### config.mk
export PLATFORM = sky130hd
export DESIGN_NAME = tick_timer
export DESIGN_NICKNAME = d
export VERILOG_FILES = /design/src/rtl/tt_pkg.sv /design/src/rtl/tt_bus_decode.sv /design/src/rtl/tt_ctrl_regs.sv /design/src/rtl/tt_down_counter.sv /design/src/rtl/tick_timer.sv
export SDC_FILE = /design/constraint.sdc
export NUM_CORES = 1
export LEC_CHECK = 0
export ABC_AREA = 1
export BUFFER_PORTS_ARGS = -buffer_cell sky130_fd_sc_hd__buf_2
export CORE_UTILIZATION = 32
export DETAILED_ROUTE_END_ITERATION = 7
export GPL_TIMING_DRIVEN = 0
export SYNTH_ARGS = -nofsm -noshare
export SYNTH_HDL_FRONTEND = slang
export SYNTH_SLANG_ARGS = --single-unit
### constraint.sdc
create_clock -name clk -period 1.7 [get_ports clk]
set_clock_uncertainty 0.2 [all_clocks]
set_input_delay 0.255 -clock clk [delete_from_list [all_inputs] [get_ports clk]]
set_output_delay 0.255 -clock clk [all_outputs]
set_load 0.03 [all_outputs]
### src/rtl/tt_pkg.sv
package tt_pkg;

  typedef enum logic [1:0] {
    SEL_CTRL = 2'd0,
    SEL_LOAD = 2'd1,
    SEL_CUR  = 2'd2,
    SEL_CAL  = 2'd3
  } reg_sel_e;

  typedef struct packed {
    logic wr_ctrl;
    logic wr_load;
    logic wr_cur;
    logic rd_ctrl;
  } strobe_t;

  localparam int CTL_EN   = 0;
  localparam int CTL_INT  = 1;
  localparam int CTL_SRC  = 2;
  localparam int CTL_FLAG = 16;
  localparam int CTL_W    = 3;

  // A counter clock happens when enabled and the chosen source fires.
  function automatic logic counter_step(input logic en, input logic use_core,
                                        input logic ref_pulse);
    return en & (use_core | ref_pulse);
  endfunction

endpackage

### src/rtl/tt_bus_decode.sv
module tt_bus_decode #(
  parameter int ADDR_W = 4
) (
  input  logic              [ADDR_W-1:0] addr,
  input  logic                           wr,
  input  logic                           rd,
  output tt_pkg::strobe_t                stb,
  output tt_pkg::reg_sel_e               sel,
  output logic                           hit
);
  import tt_pkg::*;

  localparam int WORD_LSB = 2;

  always_comb begin
    hit = (addr[WORD_LSB-1:0] == '0) && ((addr >> 4) == '0);
    sel = reg_sel_e'(addr[WORD_LSB+1:WORD_LSB]);
    stb.wr_ctrl = wr && hit && (sel == SEL_CTRL);
    stb.wr_load = wr && hit && (sel == SEL_LOAD);
    stb.wr_cur  = wr && hit && (sel == SEL_CUR);
    stb.rd_ctrl = rd && hit && (sel == SEL_CTRL);
  end

endmodule

### src/rtl/tt_ctrl_regs.sv
module tt_ctrl_regs #(
  parameter int CNT_W = 24
) (
  input  logic                    clk,
  input  logic                    rst_n,
  input  tt_pkg::strobe_t         stb,
  input  logic [tt_pkg::CTL_W-1:0] ctrl_wdata,
  input  logic [CNT_W-1:0]        load_wdata,
  input  logic                    expire,
  input  logic                    stop_req,
  output logic                    en,
  output logic                    inten,
  output logic                    use_core,
  output logic                    flag,
  output logic [CNT_W-1:0]        reload
);
  import tt_pkg::*;

  always_ff @(posedge clk) begin
    if (!rst_n) begin
      en       <= 1'b0;
      inten    <= 1'b0;
      use_core <= 1'b0;
    end else if (stb.wr_ctrl) begin
      en       <= ctrl_wdata[CTL_EN];
      inten    <= ctrl_wdata[CTL_INT];
      use_core <= ctrl_wdata[CTL_SRC];
    end else if (stop_req) begin
      en <= 1'b0;
    end
  end

  always_ff @(posedge clk) begin
    if (!rst_n)           reload <= '0;
    else if (stb.wr_load) reload <= load_wdata;
  end

  // Set by an expiry wins over a clear by read or by current-value write.
  always_ff @(posedge clk) begin
    if (!rst_n)                          flag <= 1'b0;
    else if (expire)                     flag <= 1'b1;
    else if (stb.rd_ctrl || stb.wr_cur)  flag <= 1'b0;
  end

  a_r7_set_wins: assert property (@(posedge clk) disable iff (!rst_n)
    expire |=> flag);

  a_r7_read_clears: assert property (@(posedge clk) disable iff (!rst_n)
    (stb.rd_ctrl && !expire) |=> !flag);

  a_r9_stop: assert property (@(posedge clk) disable iff (!rst_n)
    (stop_req && !stb.wr_ctrl) |=> !en);

endmodule

### src/rtl/tt_down_counter.sv
module tt_down_counter #(
  parameter int CNT_W = 24
) (
  input  logic             clk,
  input  logic             rst_n,
  input  logic             step,
  input  logic             clr,
  input  logic [CNT_W-1:0] reload,
  output logic [CNT_W-1:0] count,
  output logic             expire,
  output logic             stop_req
);
  localparam logic [CNT_W-1:0] ONE = CNT_W'(1);

  function automatic logic [CNT_W-1:0] next_count(input logic [CNT_W-1:0] cur,
                                                  input logic [CNT_W-1:0] rl);
    return (cur == '0) ? rl : cur - ONE;
  endfunction

  logic live_step;
  assign live_step = step && !clr;
  assign expire    = live_step && (count == ONE);
  assign stop_req  = expire && (reload == '0);

  always_ff @(posedge clk) begin
    if (!rst_n)         count <= '0;
    else if (clr)       count <= '0;
    else if (live_step) count <= next_count(count, reload);
  end

  a_r5_load_on_zero: assert property (@(posedge clk) disable iff (!rst_n)
    (live_step && count == '0) |=> (count == $past(reload)));

  a_r8_clear_wins: assert property (@(posedge clk) disable iff (!rst_n)
    clr |=> (count == '0));

  a_r10_hold: assert property (@(posedge clk) disable iff (!rst_n)
    (!step && !clr) |=> $stable(count));

endmodule

### src/rtl/tick_timer.sv
module tick_timer #(
  parameter int ADDR_W    = 4,
  parameter int DATA_W    = 32,
  parameter int CNT_W     = 24,
  parameter int CAL_VALUE = 10000
) (
  input  logic              clk,
  input  logic              rst_n,
  input  logic [ADDR_W-1:0] bus_addr,
  input  logic              bus_wr,
  input  logic [DATA_W-1:0] bus_wdata,
  input  logic              bus_rd,
  output logic [DATA_W-1:0] bus_rdata,
  input  logic              ref_tick,
  output logic              irq
);
  import tt_pkg::*;

  strobe_t          stb;
  reg_sel_e         sel;
  logic             hit;
  logic             en, inten, use_core, flag;
  logic [CNT_W-1:0] reload, count;
  logic             step, expire, stop_req;
  logic             unused_wdata;

  assign unused_wdata = ^bus_wdata[DATA_W-1:CNT_W];

  tt_bus_decode #(.ADDR_W(ADDR_W)) u_dec (
    .addr(bus_addr), .wr(bus_wr), .rd(bus_rd), .stb(stb), .sel(sel), .hit(hit)
  );

  tt_ctrl_regs #(.CNT_W(CNT_W)) u_regs (
    .clk(clk), .rst_n(rst_n), .stb(stb),
    .ctrl_wdata(bus_wdata[CTL_W-1:0]), .load_wdata(bus_wdata[CNT_W-1:0]),
    .expire(expire), .stop_req(stop_req),
    .en(en), .inten(inten), .use_core(use_core), .flag(flag), .reload(reload)
  );

  assign step = counter_step(en, use_core, ref_tick);

  tt_down_counter #(.CNT_W(CNT_W)) u_cnt (
    .clk(clk), .rst_n(rst_n), .step(step), .clr(stb.wr_cur), .reload(reload),
    .count(count), .expire(expire), .stop_req(stop_req)
  );

  always_ff @(posedge clk) begin
    if (!rst_n) irq <= 1'b0;
    else        irq <= expire && inten;
  end

  always_comb begin
    bus_rdata = '0;
    if (hit) begin
      unique case (sel)
        SEL_CTRL: begin
          bus_rdata[CTL_EN]   = en;
          bus_rdata[CTL_INT]  = inten;
          bus_rdata[CTL_SRC]  = use_core;
          bus_rdata[CTL_FLAG] = flag;
        end
        SEL_LOAD: bus_rdata[CNT_W-1:0] = reload;
        SEL_CUR:  if (en) bus_rdata[CNT_W-1:0] = count;
        SEL_CAL:  bus_rdata = DATA_W'(CAL_VALUE);
        default:  bus_rdata = '0;
      endcase
    end
  end

  a_r4_irq_with_flag: assert property (@(posedge clk) disable iff (!rst_n)
    irq |-> flag);

  a_r4_irq_pulse: assert property (@(posedge clk) disable iff (!rst_n)
    irq |=> !irq);

endmodule

* After elaboration in Yosys (flattened, before gate mapping)
Index checks and enable logic that the tools add are counted.
** Storage, ports and cells
- Flip-flop bits (word level) :: 53
- Bits in latches :: 0
- Bits in writable memories :: 0
- Memory bits (read-only) :: 0
- Input port bits :: 41
- Output and inout port bits :: 33
- Word-level logic and storage cells :: 45
- Memories kept :: 0
** Operators by class
- $add $sub $neg :: 1
- Multipliers :: 0
- Div/mod/pow operators :: 0
- Order comparisons :: 0
- Eq/ne operators :: 4
- Shift-type cells :: 0
- Mux-type cells :: 11
- Bitwise gates (word level) :: 3
- Reduce and logical (&&, ||, !) cells :: 19
** Operator list (number)
- $mux 24 :: 3
- $logic_not 24->1 :: 2
- $pmux 13 s3 :: 1
- $eq 24x1->1 const B :: 1
- $sub 24x1->24 const B :: 1
- $pmux 7 s2 :: 1
- $pmux 3 s4 :: 1
- $logic_and 1x1->1 :: 10
- $eq 2x2->1 const B :: 2
- $logic_not 2->1 :: 2
- $mux 1 :: 4
- $pmux 1 s4 :: 1
- $reduce_bool 2->1 :: 2
- $eq 2x1->1 const B :: 1
- $reduce_or 2->1 :: 1
- $and 1x1->1 :: 1
- $logic_not 1->1 :: 1
- $logic_or 1x1->1 :: 1
- $not 1->1 :: 1
- $or 1x1->1 :: 1

* Depth between registers and ports, before layout
- Depth after elaboration :: 9
- Mapped depth :: 10
- Mapped depth without buffers :: 10

* Modules after synthesis
A second synthesis with hierarchy kept.
** Unflattened totals
- Cell total of the unflattened synthesis :: 606
- Area total of the unflattened synthesis :: 3759.9 um^2
** By module, submodules not included
- tt_down_counter :: instances 1, cells an instance 350, area an instance 2088.3 um^2, seq. area each 480.5 um^2
- tt_ctrl_regs :: instances 1, cells an instance 125, area an instance 1001.0 um^2, seq. area each 560.5 um^2
- tick_timer :: instances 1, cells an instance 117, area an instance 605.6 um^2, seq. area each 20.0 um^2
- tt_bus_decode :: instances 1, cells an instance 14, area an instance 65.1 um^2, seq. area each 0.0 um^2

* Worst setup path after synthesis
OpenSTA, ideal clock, no wires.
- Path type :: input-to-output
- Start point :: input bus_addr[2]
- End point :: output bus_rdata[2]
- Data arrival time :: 1.599 ns
- Required time :: 1.245 ns
- Path slack :: -0.354 ns
- Stages on the path :: 5
- Cell sequence :: inv_1 ha_1 clkbuf_1 a21oi_1 a221oi_1
** Between the ends
- Longest elaborated chain between the ends :: 3
- Elaborated cells on any way between the ends :: 6
** Ends and longest elaborated chain
- start, declared :: line tick_timer.sv:9 : input logic [ADDR_W-1:0] bus_addr,
- $eq 2x2->1, or another cell as far along :: line tick_timer.sv:55 : unique case (sel)
- $pmux 3 s4 * :: line tick_timer.sv:55
- $mux 24 * :: line tick_timer.sv:54 : if (hit) begin
- end, declared :: line tick_timer.sv:13 : output logic [DATA_W-1:0] bus_rdata,
Every way passes the cells marked *; elsewhere a longest branch is shown, timed or not.

* Final worst setup path
- Start point :: register u_regs.en
- End point :: output bus_rdata[10]
** Between the ends
- Longest elaborated chain between the ends :: 3
** Ends and longest elaborated chain
- start, declared :: line tt_ctrl_regs.sv:11 : output logic en,
- start signal, assigned :: line tt_ctrl_regs.sv:25 : en <= ctrl_wdata[CTL_EN];
- $mux 24 :: line tick_timer.sv:63 : SEL_CUR: if (en) bus_rdata[CNT_W-1:0] = count;
- $pmux 13 s3 :: line tick_timer.sv:55
- $mux 24 :: line tick_timer.sv:54
No other way between the ends.

==> out/qor.yml <==
gp_congestion: 0.913
setup_violations: 48
gr-usage-all-layers_pct: 24.2
rsz0062_at_grt: "true"
yosys.area_share.simple_pct: 35.3
synth_fa_ha_area_share_pct: 2.47
power_mw: 2.62
tightestPinTransition_ns: 0.658
fin_crit_sh_pct: 112
ant_nets: 0
hold_class: "input pin to register"
synth.most_common_cell: "nand2_1"
start_util_pct: 32.7
dieArea_mm2: 0.0115
dp_slack_ns: -0.583
wl_met2_um: 7000
synth_top_family_by_area: "simple AND/OR/NAND/NOR gates"
cts_buffers: 5
synthXorXnorAreaFrac_pct: 1.23
synth_area_mm2: 0.00355
grt_overflow: 0
worstRegToRegCells: 10
p_leak_nw: 2.54
first_pass_iters: 7
clk_path_buf_depth: 2
crit_start: "u_regs.en"
timing.rr.start: "u_cnt.count[6]"
hpwl_um: 9100
cts_max_level: 2
worstSetupEndpoint: "bus_rdata[10]"
ys_seq_elements: 53
drt-total-wl_um: 14300
synth_edf_count: 0
fin_tns_setup_ns: -5.87
clk_pin_slew_ns: 0.11
synth_common_cells: "139 x nand2_1, 63 x a21oi_1, 58 x inv_1"
violations: "negative setup slack"
cp-end-kind: "output pin"
grt_max_degree: 16
crit_path_max_fanout: 7
holdPathStages: 3
wl_met1_um: 5840
crit_type: "register to output pin"
cts_tree: "done"
highest-signal-layer: "met4"
grt_pass1_wl_um: 21500
yosys-top-cells-area: "dfxtp_1 30%, nand2_1 15%, a21oi_1 8.9%"
hold_violations: 0
num_rows: 38
die_h_um: 107
cts-root-buf: "clkbuf_8"
area_growth_pct: 69.1
synth_mux_area_share_pct: 0
vias: 4451
vias_per_cell: 5.41
avgSynthCellArea_um2: 6.45
ys_types: 36
synth_top_area_share_pct: 29.9
synth.yosys.seq_area_share_pct: 29.9
die_w_um: 107
final_cell_count_no_fill: 823
post_drt_wl_per_cell_um: 17.4
port_buffers: 57
r2r-end: "u_cnt.count[5]"
synth-async-reset-ratio_pct: 0
cp-start-kind: "register"
vdd_ir_drop_max_uv: 268
clk_latency_ns: 0.32
clkSinkCount: 53
yosysWarnings: 0
antenna_cells: 0
antenna_found_initial: 0
placedCellCount: 754
synth_ff_type: "dfxtp_1"
drt_iter0_markers: 406
io_pins: 74
synth_top_area_cell: "dfxtp_1"
max_cap_violations: 0
core_mm2: 0.0108
synth_compound_area_share_pct: 19.9
wl_met3_um: 962
status: "finished with violations"
finalCriticalPeriod_ns: 1.91
fin_nets: 730
finalWorstSetupSlack_ns: -0.206
final_max_slew_viol_count: 0
synth_cells: 550
max_slew_margin_pct: 56.1
timing.hold.ws_ns: 0.00594
drc_errors: 0
drive_above_1_share_pct: 51.2
cp.required_ns: 1.24
grt_pass1_vias: 4249
r2r_slack_ns: -0.17
arrival_ns: 1.45
p_per_area_mw_per_mm2: 437
max_freq_mhz: 525
sequential cells by signal (all words and copies together), names as in the netlist:
signal	cells
irq	1
u_cnt.count	24
u_regs.en	1
u_regs.flag	1
u_regs.inten	1
u_regs.reload	24
u_regs.use_core	1
where the power goes:
part	internal [mW]	leakage (nW)	switching (mW)
Clock	0.370	0.0542	0.466
Combinational	0.217	2.04	0.328
Sequential	1.23	0.446	0.0125
Total	1.81	2.54	0.806
stage by stage:
step,area [um2],utilization (%)
final,6000,55.3
after floorplan,3880,-
after CTS,5730,52.9
after global placement,4340,40.0
after detailed placement,4340,40.0
after global routing,6000,55.3
area by class of cell:
| class | instances | area (um2) |
|---|---|---|
| fill | 970 | 4840 |
| multi-input combinational | 414 | 3050 |
| sequential | 53 | 1140 |
| timing repair buffer | 118 | 993 |
| buffer | 31 | 293 |
| inverter | 59 | 246 |
| tap | 140 | 175 |
| clock buffer | 7 | 96.3 |
| clock inverter | 1 | 5.00 |
worst min path at each step:
| stage | startpoint | end |
|---|---|---|
| 5_1_grt | bus_wdata[18] | u_regs.reload[18] |
| 4_1_cts | bus_wdata[22] | u_regs.reload[22] |
| 3_5_place_dp | u_regs.flag | u_regs.flag |
| 2_1_floorplan | bus_wdata[0] | u_regs.en |
| 3_3_place_gp | u_regs.inten | irq |
| 6_report | bus_wdata[19] | u_regs.reload[19] |
cell usage in the layout (no fill, tap or decap), drive strengths merged:
master,instances
xnor2,2
nor3,1
nand2,143
a211oi,1
o22ai,1
nand3,47
nor2,58
o21ai,42
buf,131
a221oi,7
clkinv,1
a21boi,1
o21a,2
or2,1
dfxtp,53
dlygate4sd3,2
clkbuf,23
nand4,16
a21oi,70
conb,8
ha,7
inv,59
xor2,3
nand3b,4
routing by layer:
metal  global-route usage [%]  vias to the layer above
met4                     9.98                        0
met3                     2.91                       44
met1                     30.5                     2123
met5                        0                        -
met2                     41.5                      217
li1                         -                     2067
logic make-up after synthesis:
logic type / count (synthesis)
and+or+nand+nor: 269
other: 1
DFF: 53
buffers and inverters: 91
AOI/OAI and AO/OA: 124
xor gates and xnor gates: 5
adders and majority gates: 7
worst max-delay path: stages (launching register included):
cell	delay, ns
dfxtp_2	0.34
nand2_2	0.09
inv_6	0.07
clkbuf_16	0.17
a221oi_4	0.27
nor2_4	0.05
buf_6	0.14
what timing repair did:
item	in CTS	in global routing
endpoints found under the hold margin	2	0
pin swaps	39	36
buffers inserted	43	12
hold buffers	2	0
resized for setup	233	66
endpoints found under the setup margin	70	62
cloned	6	1
Power figures use the tool's default switching activity.
